[src/rtl/spi_pp_pkg.sv]
package spi_pp_pkg;
  localparam int unsigned ADDR_W   = 24;
  localparam int unsigned BUSY_BIT = 0;

  localparam logic [7:0] OP_WR_EN = 8'h06;
  localparam logic [7:0] OP_PROG  = 8'h02;
  localparam logic [7:0] OP_STAT  = 8'h05;
  localparam logic [7:0] DUMMY    = 8'h00;

  typedef enum logic [3:0] {
    ST_IDLE, ST_WREN, ST_GAP_WE, ST_PP_CMD, ST_ADDR_HI, ST_ADDR_MID, ST_ADDR_LO,
    ST_DATA, ST_GAP_PP, ST_RDSR, ST_STAT, ST_GAP_POLL, ST_GAP_NEXT
  } pp_state_e;
endpackage

[src/rtl/spi_byte_eng.sv]
// Mode-0 byte shifter: one byte per start, MSB first.
module spi_byte_eng #(
  parameter int unsigned CLK_DIV    = 2,
  parameter int unsigned SAMPLE_BIT = 0
) (
  input  logic       clk_i,
  input  logic       rst_ni,
  input  logic       start_i,
  input  logic [7:0] tx_i,
  input  logic       miso_i,
  output logic       busy_o,
  output logic       done_o,
  output logic       rx_bit_o,
  output logic       sclk_o,
  output logic       mosi_o
);
  localparam int unsigned DIV_W = (CLK_DIV > 1) ? $clog2(CLK_DIV) : 1;
  localparam logic [DIV_W-1:0] DIV_LAST = DIV_W'(CLK_DIV - 1);

  logic             busy_q, sclk_q, done_q;
  logic [7:0]       tx_q, rx_q;
  logic [2:0]       bit_q;
  logic [DIV_W-1:0] div_q;

  always_ff @(posedge clk_i or negedge rst_ni) begin
    if (!rst_ni) begin
      busy_q <= 1'b0;
      sclk_q <= 1'b0;
      done_q <= 1'b0;
      tx_q   <= '0;
      rx_q   <= '0;
      bit_q  <= '0;
      div_q  <= '0;
    end else begin
      done_q <= 1'b0;
      if (!busy_q) begin
        if (start_i) begin
          busy_q <= 1'b1;
          tx_q   <= tx_i;
          bit_q  <= '0;
          div_q  <= '0;
          sclk_q <= 1'b0;
        end
      end else if (div_q == DIV_LAST) begin
        div_q <= '0;
        if (!sclk_q) begin
          sclk_q <= 1'b1;
          rx_q   <= {rx_q[6:0], miso_i};
        end else begin
          sclk_q <= 1'b0;
          tx_q   <= {tx_q[6:0], 1'b0};
          bit_q  <= bit_q + 3'd1;
          if (bit_q == 3'd7) begin
            busy_q <= 1'b0;
            done_q <= 1'b1;
          end
        end
      end else begin
        div_q <= div_q + DIV_W'(1);
      end
    end
  end

  assign busy_o   = busy_q;
  assign done_o   = done_q;
  assign rx_bit_o = rx_q[SAMPLE_BIT];
  assign sclk_o   = sclk_q;
  assign mosi_o   = busy_q & tx_q[7];
endmodule

[src/rtl/spi_pp_ctrl.sv]
module spi_pp_ctrl
  import spi_pp_pkg::*;
#(
  parameter int unsigned LEN_W       = 16,
  parameter int unsigned PAGE_LOG2   = 8,
  parameter int unsigned TIMEOUT_CYC = 2000000
) (
  input  logic              clk_i,
  input  logic              rst_ni,
  input  logic              req_valid_i,
  output logic              req_ready_o,
  input  logic [ADDR_W-1:0] req_addr_i,
  input  logic [LEN_W-1:0]  req_len_i,
  input  logic              data_valid_i,
  input  logic [7:0]        data_i,
  output logic              data_ready_o,
  input  logic              eng_done_i,
  input  logic              busy_bit_i,
  output logic              eng_start_o,
  output logic [7:0]        eng_tx_o,
  output logic              cs_no,
  output logic              done_o,
  output logic              err_o
);
  localparam int unsigned TMO_W = $clog2(TIMEOUT_CYC + 1);
  localparam logic [LEN_W-1:0] PAGE_LEN = LEN_W'(1) << PAGE_LOG2;

  pp_state_e         state_q;
  logic              launched_q, done_q, err_q;
  logic [ADDR_W-1:0] addr_q;
  logic [LEN_W-1:0]  rem_q, chunk_q;
  logic [TMO_W-1:0]  tmo_q;
  logic [LEN_W-1:0]  room, chunk_len;
  logic              byte_state, in_frame, polling;

  assign room      = PAGE_LEN - LEN_W'(addr_q[PAGE_LOG2-1:0]);
  assign chunk_len = (rem_q < room) ? rem_q : room;

  always_comb begin
    byte_state = 1'b0;
    eng_tx_o   = DUMMY;
    unique case (state_q)
      ST_WREN:     begin byte_state = 1'b1; eng_tx_o = OP_WR_EN; end
      ST_PP_CMD:   begin byte_state = 1'b1; eng_tx_o = OP_PROG; end
      ST_ADDR_HI:  begin byte_state = 1'b1; eng_tx_o = addr_q[23:16]; end
      ST_ADDR_MID: begin byte_state = 1'b1; eng_tx_o = addr_q[15:8]; end
      ST_ADDR_LO:  begin byte_state = 1'b1; eng_tx_o = addr_q[7:0]; end
      ST_DATA:     begin byte_state = 1'b1; eng_tx_o = data_i; end
      ST_RDSR:     begin byte_state = 1'b1; eng_tx_o = OP_STAT; end
      ST_STAT:     begin byte_state = 1'b1; eng_tx_o = DUMMY; end
      default:     ;
    endcase
  end

  assign in_frame     = byte_state;
  assign polling      = (state_q == ST_RDSR) || (state_q == ST_STAT) || (state_q == ST_GAP_POLL);
  assign data_ready_o = (state_q == ST_DATA) && !launched_q;
  assign eng_start_o  = byte_state && !launched_q && ((state_q != ST_DATA) || data_valid_i);
  assign req_ready_o  = (state_q == ST_IDLE);
  assign cs_no        = !in_frame;
  assign done_o       = done_q;
  assign err_o        = err_q;

  always_ff @(posedge clk_i or negedge rst_ni) begin
    if (!rst_ni) begin
      state_q    <= ST_IDLE;
      launched_q <= 1'b0;
      done_q     <= 1'b0;
      err_q      <= 1'b0;
      addr_q     <= '0;
      rem_q      <= '0;
      chunk_q    <= '0;
      tmo_q      <= '0;
    end else begin
      done_q <= 1'b0;
      err_q  <= 1'b0;
      if (eng_start_o) launched_q <= 1'b1;
      if (eng_done_i)  launched_q <= 1'b0;
      if (polling && tmo_q != '1) tmo_q <= tmo_q + TMO_W'(1);

      unique case (state_q)
        ST_IDLE: if (req_valid_i) begin
          addr_q <= req_addr_i;
          rem_q  <= req_len_i;
          if (req_len_i == '0) done_q  <= 1'b1;
          else                 state_q <= ST_WREN;
        end
        ST_WREN:     if (eng_done_i) state_q <= ST_GAP_WE;
        ST_GAP_WE: begin
          chunk_q <= chunk_len;
          state_q <= ST_PP_CMD;
        end
        ST_PP_CMD:   if (eng_done_i) state_q <= ST_ADDR_HI;
        ST_ADDR_HI:  if (eng_done_i) state_q <= ST_ADDR_MID;
        ST_ADDR_MID: if (eng_done_i) state_q <= ST_ADDR_LO;
        ST_ADDR_LO:  if (eng_done_i) state_q <= ST_DATA;
        ST_DATA: if (eng_done_i) begin
          addr_q  <= addr_q + ADDR_W'(1);
          rem_q   <= rem_q - LEN_W'(1);
          chunk_q <= chunk_q - LEN_W'(1);
          if (chunk_q == LEN_W'(1)) state_q <= ST_GAP_PP;
        end
        ST_GAP_PP: begin
          tmo_q   <= '0;
          state_q <= ST_RDSR;
        end
        ST_RDSR: if (eng_done_i) state_q <= ST_STAT;
        ST_STAT: if (eng_done_i) begin
          if (busy_bit_i)          state_q <= ST_GAP_POLL;
          else if (rem_q == '0) begin
            state_q <= ST_IDLE;
            done_q  <= 1'b1;
          end else                 state_q <= ST_GAP_NEXT;
        end
        ST_GAP_POLL: begin
          if (tmo_q >= TMO_W'(TIMEOUT_CYC)) begin
            state_q <= ST_IDLE;
            err_q   <= 1'b1;
          end else state_q <= ST_RDSR;
        end
        ST_GAP_NEXT: state_q <= ST_WREN;
        default:     state_q <= ST_IDLE;
      endcase
    end
  end
endmodule

[src/rtl/spi_pp_seq.sv]
module spi_pp_seq
  import spi_pp_pkg::*;
#(
  parameter int unsigned CLK_DIV     = 2,
  parameter int unsigned LEN_W       = 16,
  parameter int unsigned PAGE_LOG2   = 8,
  parameter int unsigned TIMEOUT_CYC = 2000000
) (
  input  logic              clk_i,
  input  logic              rst_ni,
  input  logic              req_valid_i,
  output logic              req_ready_o,
  input  logic [ADDR_W-1:0] req_addr_i,
  input  logic [LEN_W-1:0]  req_len_i,
  input  logic              data_valid_i,
  input  logic [7:0]        data_i,
  output logic              data_ready_o,
  output logic              done_o,
  output logic              err_o,
  output logic              sclk_o,
  output logic              cs_no,
  output logic              mosi_o,
  input  logic              miso_i
);
  logic       eng_start, eng_busy, eng_done, busy_bit;
  logic [7:0] eng_tx;

  spi_pp_ctrl #(
    .LEN_W(LEN_W), .PAGE_LOG2(PAGE_LOG2), .TIMEOUT_CYC(TIMEOUT_CYC)
  ) u_ctrl (
    .clk_i, .rst_ni, .req_valid_i, .req_ready_o, .req_addr_i, .req_len_i,
    .data_valid_i, .data_i, .data_ready_o,
    .eng_done_i(eng_done), .busy_bit_i(busy_bit),
    .eng_start_o(eng_start), .eng_tx_o(eng_tx),
    .cs_no, .done_o, .err_o
  );

  spi_byte_eng #(.CLK_DIV(CLK_DIV), .SAMPLE_BIT(BUSY_BIT)) u_eng (
    .clk_i, .rst_ni,
    .start_i(eng_start), .tx_i(eng_tx), .miso_i,
    .busy_o(eng_busy), .done_o(eng_done), .rx_bit_o(busy_bit),
    .sclk_o, .mosi_o
  );

  // engine busy is implied by the controller's launch flag
  logic unused_busy;
  assign unused_busy = eng_busy;
endmodule

[config.mk]
export PLATFORM = sky130hd
export DESIGN_NAME = spi_pp_seq
export DESIGN_NICKNAME = d
export VERILOG_FILES = /design/src/rtl/spi_pp_pkg.sv /design/src/rtl/spi_byte_eng.sv /design/src/rtl/spi_pp_ctrl.sv /design/src/rtl/spi_pp_seq.sv
export SDC_FILE = /design/constraint.sdc
export NUM_CORES = 1
export LEC_CHECK = 0
export ABC_AREA = 0
export BUFFER_PORTS_ARGS = -buffer_cell sky130_fd_sc_hd__buf_2
export CAP_MARGIN = 20
export CORE_MARGIN = 3
export CORE_UTILIZATION = 50
export DETAILED_ROUTE_END_ITERATION = 8
export PLACE_DENSITY = 0.7
export SKIP_LAST_GASP = 1
export SYNTH_ARGS = -nofsm -noshare
export SYNTH_HDL_FRONTEND = slang
export SYNTH_SLANG_ARGS = --single-unit
[constraint.sdc]
create_clock -name clk_i -period 3.57 [get_ports clk_i]
set_input_delay 0.714 -clock clk_i [delete_from_list [all_inputs] [get_ports clk_i]]
set_output_delay 0.714 -clock clk_i [all_outputs]
set_load 0.02 [all_outputs]
# ---- Yosys cells after proc, flatten, opt, wreduce, memory -nomap -nowiden
# Cells that the tools add are included.
dict set report word_totals {
  in_bits 53
  wordCells 140
  ff_bits 100
}
dict set report classes {
  n_addsub 7
  reduce_logical 24
  muxes 61
  n_eq_ne 29
  n_bitwise 2
  magnitude_cmp 2
}
# cell n
set op_table {}
lappend op_table {{$mux W16} 4}
lappend op_table {{$pmux W16 S2} 2}
lappend op_table {{$mux W4} 14}
lappend op_table {{$pmux W8 S7} 1}
lappend op_table {{$pmux W4 S13} 1}
lappend op_table {{$mux W24} 2}
lappend op_table {{$pmux W24 S2} 1}
lappend op_table {{$mux W21} 2}
lappend op_table {{$logic_not A16 Y1} 2}
lappend op_table {{$mux W8} 4}
lappend op_table {{$sub A16 B1 Y16 const B} 2}
lappend op_table {{$mux W1} 25}
lappend op_table {{$add A24 B1 Y24 const B} 1}
lappend op_table {{$add A21 B1 Y21 const B} 1}
lappend op_table {{$ge A21 B21 Y1 const B} 1}
lappend op_table {{$ne A21 B21 Y1 const B} 1}
lappend op_table {{$eq A4 B4 Y1 const B} 5}
lappend op_table {{$eq A16 B1 Y1 const B} 1}
lappend op_table {{$eq A4 B3 Y1 const B} 4}
lappend op_table {{$lt A16 B16 Y1} 1}
lappend op_table {{$ne A2 B1 Y1 const B} 8}
lappend op_table {{$mux W3} 4}
lappend op_table {{$reduce_and A11 Y1} 1}
lappend op_table {{$ne A2 B2 Y1 const B} 5}
lappend op_table {{other kinds (18)} 32}

# ---- Depth between registers and ports, before layout
# Gate-level depths: netlist (run 1).
dict set report logic_depth {
  depth_word 7
  mapped_depth 11
  ltp_nobuf 11
}

# ---- Cells and area by module
# From an unflattened synthesis (run 1), not the netlist that was laid out.
dict set report unflattened {
  cells_unflattened 775
  hier_area_um2 6696.4
}
# mod instances area_each_um2 cells_each
set modules_own_cells {}
lappend modules_own_cells {spi_pp_ctrl 1 5881.9 707}
lappend modules_own_cells {spi_byte_eng 1 814.5 68}

# ---- Worst setup path before layout (run 1)
# Ideal clock, no wire load.
dict set report synth_timing {
  kind {flip-flop to flip-flop}
  from {reg u_ctrl.addr_q[5]}
  to {reg u_ctrl.chunk_q[8]}
  arrival_ns 2.582
  synth_period_minus_slack_ns 2.703
  setup_ns 0.120
  slack_ns 0.867
  path_stages_with_launch 12
  t_required_ns 3.450
  path_cell_list {dfrtp_1 > clkbuf_1 > nor4_1 > nand2_1 > xor2_1 > inv_1 > ha_1 > o21ai_0 > nor2_1 > a211oi_1 > o2111ai_1 > o211a_1}
}
dict set report synth_between {
  elab_chain_cells 4
}
# item line
set synth_rtl {}
lappend synth_rtl {{start: declaration} spi_pp_ctrl.sv:30} ;# logic [ADDR_W-1:0] addr_q;
lappend synth_rtl {{start signal: assignment} spi_pp_ctrl.sv:83} ;# addr_q <= req_addr_i;
lappend synth_rtl {{start signal: assignment} spi_pp_ctrl.sv:98} ;# addr_q <= addr_q + ADDR_W'(1);
lappend synth_rtl {{$sub A9 B8 Y10 (*)} spi_pp_ctrl.sv:36} ;# assign room = PAGE_LEN - LEN_W'(addr_q[PAGE_LOG2-1:0]);
lappend synth_rtl {{$lt A16 B16 Y1} spi_pp_ctrl.sv:37} ;# assign chunk_len = (rem_q < room) ? rem_q : room;
lappend synth_rtl {{$mux W16 (*)} spi_pp_ctrl.sv:37}
lappend synth_rtl {{$pmux W16 S2 (*)} spi_pp_ctrl.sv:81} ;# unique case (state_q)
lappend synth_rtl {{end signal: assignment} spi_pp_ctrl.sv:90} ;# chunk_q <= chunk_len;
lappend synth_rtl {{end signal: assignment} spi_pp_ctrl.sv:100} ;# chunk_q <= chunk_q - LEN_W'(1);
lappend synth_rtl {{end: declaration} spi_pp_ctrl.sv:31} ;# logic [LEN_W-1:0] rem_q, chunk_q;
# Every way passes the cells marked *; elsewhere a longest branch is shown, timed or not.
# A chain may end at the register's enable or synchronous reset.

# ---- Worst setup path after layout (run 1)
dict set report layout_timing {
  from {reg u_ctrl.addr_q[0]}
  to {reg u_ctrl.chunk_q[2]}
}
# The elaborated chain is that of the path after synthesis.

==> flow_metrics.py, run 1 <==
metrics = {
    "grt": {
        "grt_max_degree": 82,
        "grt_overflow": 0,
        "grt_antenna_before_repair": 0,
        "grt_pass1_vias": 6246,
        "grt_pass1_wl_um": 32200,
        "track_usage_pct": 27.5,
    },
    "synth": {
        "syn-instance-count": 810,
        "avgSynthCellArea_um2": 8.29,
        "yosysSeqAreaShare_pct": 37.3,
        "synth_top_cell_by_area": "dfrtp_1",
        "synth_cell_type_count": 67,
        "ys_top_cells_by_area": "dfrtp_1, nand2_1, a21oi_1",
        "synth_top_cell_area_share_pct": 37.3,
        "synth_seq_cells": 100,
        "yosys_warnings": 0,
        "syn-num-nets": 881,
        "synth_edf_count": 0,
        "synthArstFlopShare_pct": 100,
        "ys.flop_type": "dfrtp_1",
        "synth_area_um2": 6720,
    },
    "finish": {
        "multi_input_area_um2": 3900,
        "num_antenna_cells": 0,
        "final_common_cell": "dfrtp_1",
        "final_cell_mix": "dfrtp_1, nand2_1, nor2_1",
        "drive_gt1_share_pct": 13.4,
        "final_util_pct": 58.0,
        "area_growth_pct": 11.3,
        "finalNetCount": 918,
        "seq_area_um2": 2500,
        "fillers": 1162,
    },
    "timing": {
        "setup_violations": 0,
        "finalCritPeriodShare_pct": 81.0,
        "fmax_mhz": 346,
        "post-route-min-period_ns": 2.89,
        "fin_worst_skew_ns": 0.0188,
        "worst_pin_slew_ns": 0.806,
        "drv_slew": 0,
        "finalSetupTns_ns": 0,
        "hold_viol": 0,
        "rsz0062_at_grt": "false",
        "slew_headroom_pct": 46.3,
    },
    "power": {
        "seq_power_share_pct": 39.4,
        "p_int_mw": 2.64,
        "power_switching_mw": 2.07,
        "pwr-share-clk_pct": 19.8,
        "comb_power_share_pct": 40.8,
        "ir_drop_uv": 289,
        "power_density_nw_per_um2": 631,
        "power_switching_share_pct": 43.9,
        "leakage_nw": 3.10,
    },
    "cts": {
        "clk_latency_ns": 0.37,
        "htree_levels": 3,
        "cts_sinks": 100,
        "clkTransAtPathRegs_ns": 0.08,
        "cts_buffers": 9,
        "cts_tree": "done",
        "root_buffer": "clkbuf_16",
        "holdBufCountCts": 0,
        "post_cts_buffers": 0,
        "postCtsResizedCells": 0,
        "cts_buffer_depth": 2,
    },
    "placed_design": {
        "gp_congestion": 0.946,
        "port-buffer-count": 59,
        "hpwlAfterDp_um": 14100,
    },
    "drt": {
        "routed_wl_um": 20000,
        "routed.top_layer": "met4",
        "ant_nets": 0,
        "drc": 0,
        "via_count": 6577,
        "wl_met1_um": 8810,
        "wl_met2_um": 8960,
        "via_per_inst": 6.42,
        "dr.pass1.iters": 5,
        "dr.first_iter.drc_count": 676,
        "wl_per_cell_um": 19.5,
        "wl_met3_um": 1620,
    },
    "die": {
        "dieWidth_um": 122,
        "rows": 41,
        "die_h_um": 122,
        "core_um2": 12900,
        "dieArea_um2": 14900,
        "ioPinCount": 60,
        "start_util_pct": 52.2,
    },
    "run": {
        "maxCapViolCount": 0,
    },
    "outcome": {
        "status": "completed",
    },
    "min_path": {
        "hp-class": "input pin to asynchronous set/reset pin",
    },
    "critical_path": {
        "path_max_fanout": 9,
        "critical_path_arrival_ns": 3.12,
        "critical_path_required_ns": 3.80,
        "crit_type": "flop to flop",
        "worstSetupEndpointType": "flop",
        "startpoint_type": "flop",
    },
}
Yosys cell counts, types with 5 or more instances:
cell type and instances:
and3_1 13, xnor2_1 23, o21ai_0 41, o22ai_1 10
and2_1 6, ha_1 18, nor4_1 15, clkbuf_1 46
a32oi_1 12, nand4_1 20, dfrtp_1 100, a22oi_1 7
a211oi_1 14, nor2_1 68, a31oi_1 16, a2bb2oi_1 6
nand3_1 33, nor2b_1 8, or3_1 9, or4_1 5
o211ai_1 13, and4_1 6, mux4_2 5, nor3_1 23
inv_1 35, o2111ai_1 5, a21oi_1 64, mux2i_1 12
a21o_1 5, o32ai_1 6, nand2_1 96
worst paths after layout:
path	end	from	cells past startpoint	slack [ns]
max in group asynchronous	u_ctrl.rem_q[15]	rst_ni	3	2.61
worst max register to register	u_ctrl.chunk_q[2]	u_ctrl.addr_q[0]	11	0.68
min in group clk_i	u_ctrl.chunk_q[14]	u_ctrl.chunk_q[14]	2	0.50
worst max-delay path	u_ctrl.chunk_q[2]	u_ctrl.addr_q[0]	11	0.68
worst min register to register	u_ctrl.chunk_q[14]	u_ctrl.chunk_q[14]	2	0.50
worst min-delay path	u_ctrl.chunk_q[0]	rst_ni	1	0.19
through the flow:
step	instances	setup WS (ns)	area, µm²	hold WS (ns)	power (mW)
2_1_floorplan	810	0.867	6720	0.418	3.16
3_3_place_gp	1007	0.860	7170	0.466	3.68
3_5_place_dp	1007	0.717	7170	0.485	3.75
4_1_cts	1023	0.717	7440	0.495	4.69
5_1_grt	1024	0.535	7470	0.196	5.06
6_report	1024	0.677	7470	0.189	4.71
registers in the layout (all words and copies together), names as in the netlist:
name,flops
u_ctrl.addr_q,24
u_ctrl.tmo_q,21
u_ctrl.chunk_q,16
u_ctrl.rem_q,16
u_eng.tx_q,8
u_ctrl.state_q,4
u_eng.bit_q,3
u_ctrl.done_o,1
u_ctrl.err_o,1
u_ctrl.launched_q,1
u_eng.busy_o,1
u_eng.div_q,1
u_eng.done_o,1
u_eng.rx_q,1
u_eng.sclk_o,1
routing by layer:
| metal | up-vias | GRT usage [%] |
|---|---|---|
| met5 | - | 1.74 |
| met4 | 0 | 12.6 |
| met3 | 49 | 5.20 |
| met2 | 289 | 42.0 |
| met1 | 3156 | 38.1 |
| li1 | 3083 | - |
critical path, cell delays in order (launching register included):
cell and delay (ns):
dfrtp_1 0.49, inv_1 0.16, ha_1 0.27, nor3b_1 0.16, xnor2_1 0.28, inv_1 0.08, ha_1 0.19, a211oi_1 0.22
nor2_1 0.10, or4_4 0.47, o21ai_4 0.20, o221ai_1 0.15
cells by family (layout without fill, tap and decap cells):
logic type	count (synthesis)	after routing	share of synthesized area [%]
adder cells (fa/ha/maj)	18	18	3.35
AO/OA/AOI/OAI	230	230	22.5
multiplexers	20	20	3.97
buffers and inverters	86	128	4.83
AND/OR/NAND/NOR	329	329	24.6
XOR/XNOR	27	27	3.52
flip-flops	100	100	37.3
area by class of cell:
cell class | count | area share, %
Timing Repair Buffer | 76 | 5.96
Sequential cell | 100 | 33.5
Inverter | 36 | 1.81
Clock inverter | 5 | 0.486
Multi-Input combinational cell | 624 | 52.3
Clock buffer | 11 | 3.12
Tap cell | 172 | 2.88
power by group through the flow:
| stage | registers [mW] | clock network (mW) | logic, mW |
|---|---|---|---|
| floorplan | 1.66 | 0 | 1.50 |
| CTS | 1.83 | 0.951 | 1.90 |
| global route | 1.90 | 0.998 | 2.16 |
| finish | 1.86 | 0.932 | 1.93 |
| global placement | 1.84 | 0 | 1.84 |
| detailed placement | 1.85 | 0 | 1.90 |
(Power assumes the default switching activity.)
==> run 2: changes to the inputs <==
==> constraint.sdc (replaced) <==
create_clock -name clk_i -period 3 [get_ports clk_i]
set_input_delay 0.6 -clock clk_i [delete_from_list [all_inputs] [get_ports clk_i]]
set_output_delay 0.6 -clock clk_i [all_outputs]
set_load 0.02 [all_outputs]
==> run 2 against run 1 <==
Design area grew 1.5%. Fmax increased by 2.4%. Critical path type unchanged. Largest power group unchanged. Count of clock-buffer cells in the layout rose by 3. Largest cell class unchanged. Critical endpoint unchanged. Total power grew 23%. Routed wire length grew 0.13%.
==> flow_metrics.py, run 2 (same netlist as run 1, synthesis figures left out) <==
metrics = {
    "critical_path": {
        "crit_family": "simple AND/OR/NAND/NOR gates",
        "cpPeakStageDelay_ns": 0.54,
        "ff2ff_setup_slack_ns": 0.17,
        "path_cells": "nor4_2 > nand2_1 > xor2_1 > inv_1 > ha_1 > o21ai_0 > nor2_1 > or4_4 > o21ai_4 > o221ai_1",
        "critical_path_arrival_ns": 3.05,
        "r2r_start": "u_ctrl.addr_q[4]",
        "critical_path_required_ns": 3.22,
        "crit_path_top_delay_cell": "dfrtp_1",
        "rr_endpoint": "u_ctrl.chunk_q[2]",
        "startpoint_type": "flop",
        "reg2regPathDepth": 10,
        "worst-path-buf-inv": 1,
        "worstSetupEndpointType": "flop",
        "path_max_fanout": 12,
        "crit_type": "flop to flop",
    },
    "timing": {
        "finalCritPeriodShare_pct": 94.2,
        "setup_ws_ns": 0.173,
        "fmax_mhz": 354,
        "drv_slew": 0,
        "slew_headroom_pct": 46.6,
        "hold_viol": 0,
        "post-route-min-period_ns": 2.83,
        "finalSetupTns_ns": 0,
        "rsz0062_at_grt": "false",
        "worst_pin_slew_ns": 0.793,
        "fin_worst_skew_ns": 0.00763,
        "setup_violations": 0,
    },
    "finish": {
        "fillers": 1164,
        "finalNetCount": 926,
        "final_cell_mix": "dfrtp_1, nand2_1, nor2_1",
        "drive_gt1_share_pct": 14.5,
        "num_antenna_cells": 0,
        "top_regs": "u_ctrl.addr_q (24), u_ctrl.tmo_q (21)",
        "top_register": "u_ctrl.addr_q",
        "final_common_cell": "dfrtp_1",
        "area_growth_pct": 12.9,
        "largest_reg_flops": 24,
    },
    "drt": {
        "routed_wl_um": 20000,
        "dr.pass1.iters": 5,
        "dr.first_iter.drc_count": 685,
        "via_per_inst": 6.47,
        "wl_per_cell_um": 19.4,
        "via_count": 6680,
        "ant_nets": 0,
        "drc": 0,
    },
    "power": {
        "ir_drop_uv": 360,
        "leakage_nw": 3.17,
        "power_density_nw_per_um2": 766,
    },
    "cts": {
        "cts_buffer_depth": 2,
        "cts_buffers": 9,
        "clk_latency_ns": 0.36,
        "htree_levels": 3,
        "root_buffer": "clkbuf_16",
        "cts_tree": "done",
        "post_cts_buffers": 0,
        "cts_sinks": 100,
        "clkTransAtPathRegs_ns": 0.07,
    },
    "run": {
        "maxCapViolCount": 0,
    },
    "die": {
        "ioPinCount": 60,
        "dieArea_um2": 14900,
        "rows": 41,
        "core_um2": 12900,
        "die_h_um": 122,
        "start_util_pct": 52.2,
        "dieWidth_um": 122,
    },
    "placed_design": {
        "dp_slack_ns": 0.221,
        "port-buffer-count": 59,
        "hpwlAfterDp_um": 14500,
        "gp_congestion": 0.977,
    },
    "grt": {
        "grt_pass1_vias": 6309,
        "grt_max_degree": 58,
        "grt_pass1_wl_um": 32800,
        "track_usage_pct": 27.8,
        "grt_antenna_before_repair": 0,
        "grt_overflow": 0,
    },
    "outcome": {
        "status": "completed",
    },
    "min_path": {
        "hp-class": "input pin to asynchronous set/reset pin",
    },
}
[run 2: worst reg2reg max path, stage by stage (launching register included)]
cell and delay [ns]:
dfrtp_1 0.54, nor4_2 0.38, nand2_1 0.12, xor2_1 0.22, inv_1 0.08, ha_1 0.29
o21ai_0 0.19, nor2_1 0.08, or4_4 0.47, o21ai_4 0.19, o221ai_1 0.15
[run 2: report_power, final]
| part | total (mW) | leakage [nW] | switching [mW] | internal, mW |
|---|---|---|---|---|
| Combinational | 2.37 | 1.74 | 1.43 | 0.944 |
| Sequential | 2.18 | 1.27 | 0.502 | 1.68 |
| Clock | 1.26 | 0.160 | 0.514 | 0.742 |
| Total | 5.81 | 3.17 | 2.44 | 3.36 |
[run 2: layer usage]
layer	vias to the layer above	part of all wire [%]	track usage [%]
met3	53	9.3	7.66
met5	-	0	0
met4	0	2.6	7.63
met2	321	45	42.2
li1	3097	-	-
met1	3209	43	39.4
[run 2: how the worst max path moves through the flow]
| stage | from | endpoint | slack [ns] | cells past startpoint |
|---|---|---|---|---|
| 3_3_place_gp | u_ctrl.addr_q[4] | u_ctrl.chunk_q[2] | 0.30 | 10 |
| 5_1_grt | u_ctrl.addr_q[0] | u_ctrl.chunk_q[2] | 0.04 | 11 |
| 3_5_place_dp | u_ctrl.addr_q[4] | u_ctrl.chunk_q[2] | 0.22 | 10 |
| 4_1_cts | u_ctrl.addr_q[4] | u_ctrl.chunk_q[2] | 0.20 | 10 |
| 6_report | u_ctrl.addr_q[4] | u_ctrl.chunk_q[2] | 0.17 | 10 |
| 2_1_floorplan | u_ctrl.addr_q[5] | u_ctrl.chunk_q[8] | 0.30 | 11 |
[run 2: repair_timing]
| action | in CTS | in global routing |
|---|---|---|
| hold buffers | 0 | 0 |
| endpoints found under the setup margin | 0 | 7 |
| gates resized for setup | 0 | 2 |
| hold endpoints to repair | 0 | 0 |
[run 2: cell type report]
class | instances | area (µm²) | share of cell area, %
repair buffers | 84 | 498 | 6.57
clock inverters | 2 | 38.8 | 0.511
clock buffers | 14 | 284 | 3.75
flip-flops and latches | 100 | 2500 | 33.0
inverters | 36 | 135 | 1.78
well taps | 172 | 215 | 2.84
multi-input cells | 624 | 3910 | 51.6
[run 2: metrics by stage]
stage	power, mW	util [%]	cells	instance area [µm²]	hold slack (ns)
after floorplan	3.76	-	810	6720	0.304
after global placement	4.43	56.3	1016	7250	0.461
after detailed placement	4.51	56.3	1016	7250	0.492
after CTS	5.78	58.8	1032	7580	0.265
after global routing	6.23	58.9	1032	7580	0.292
final	5.81	58.9	1032	7580	0.249
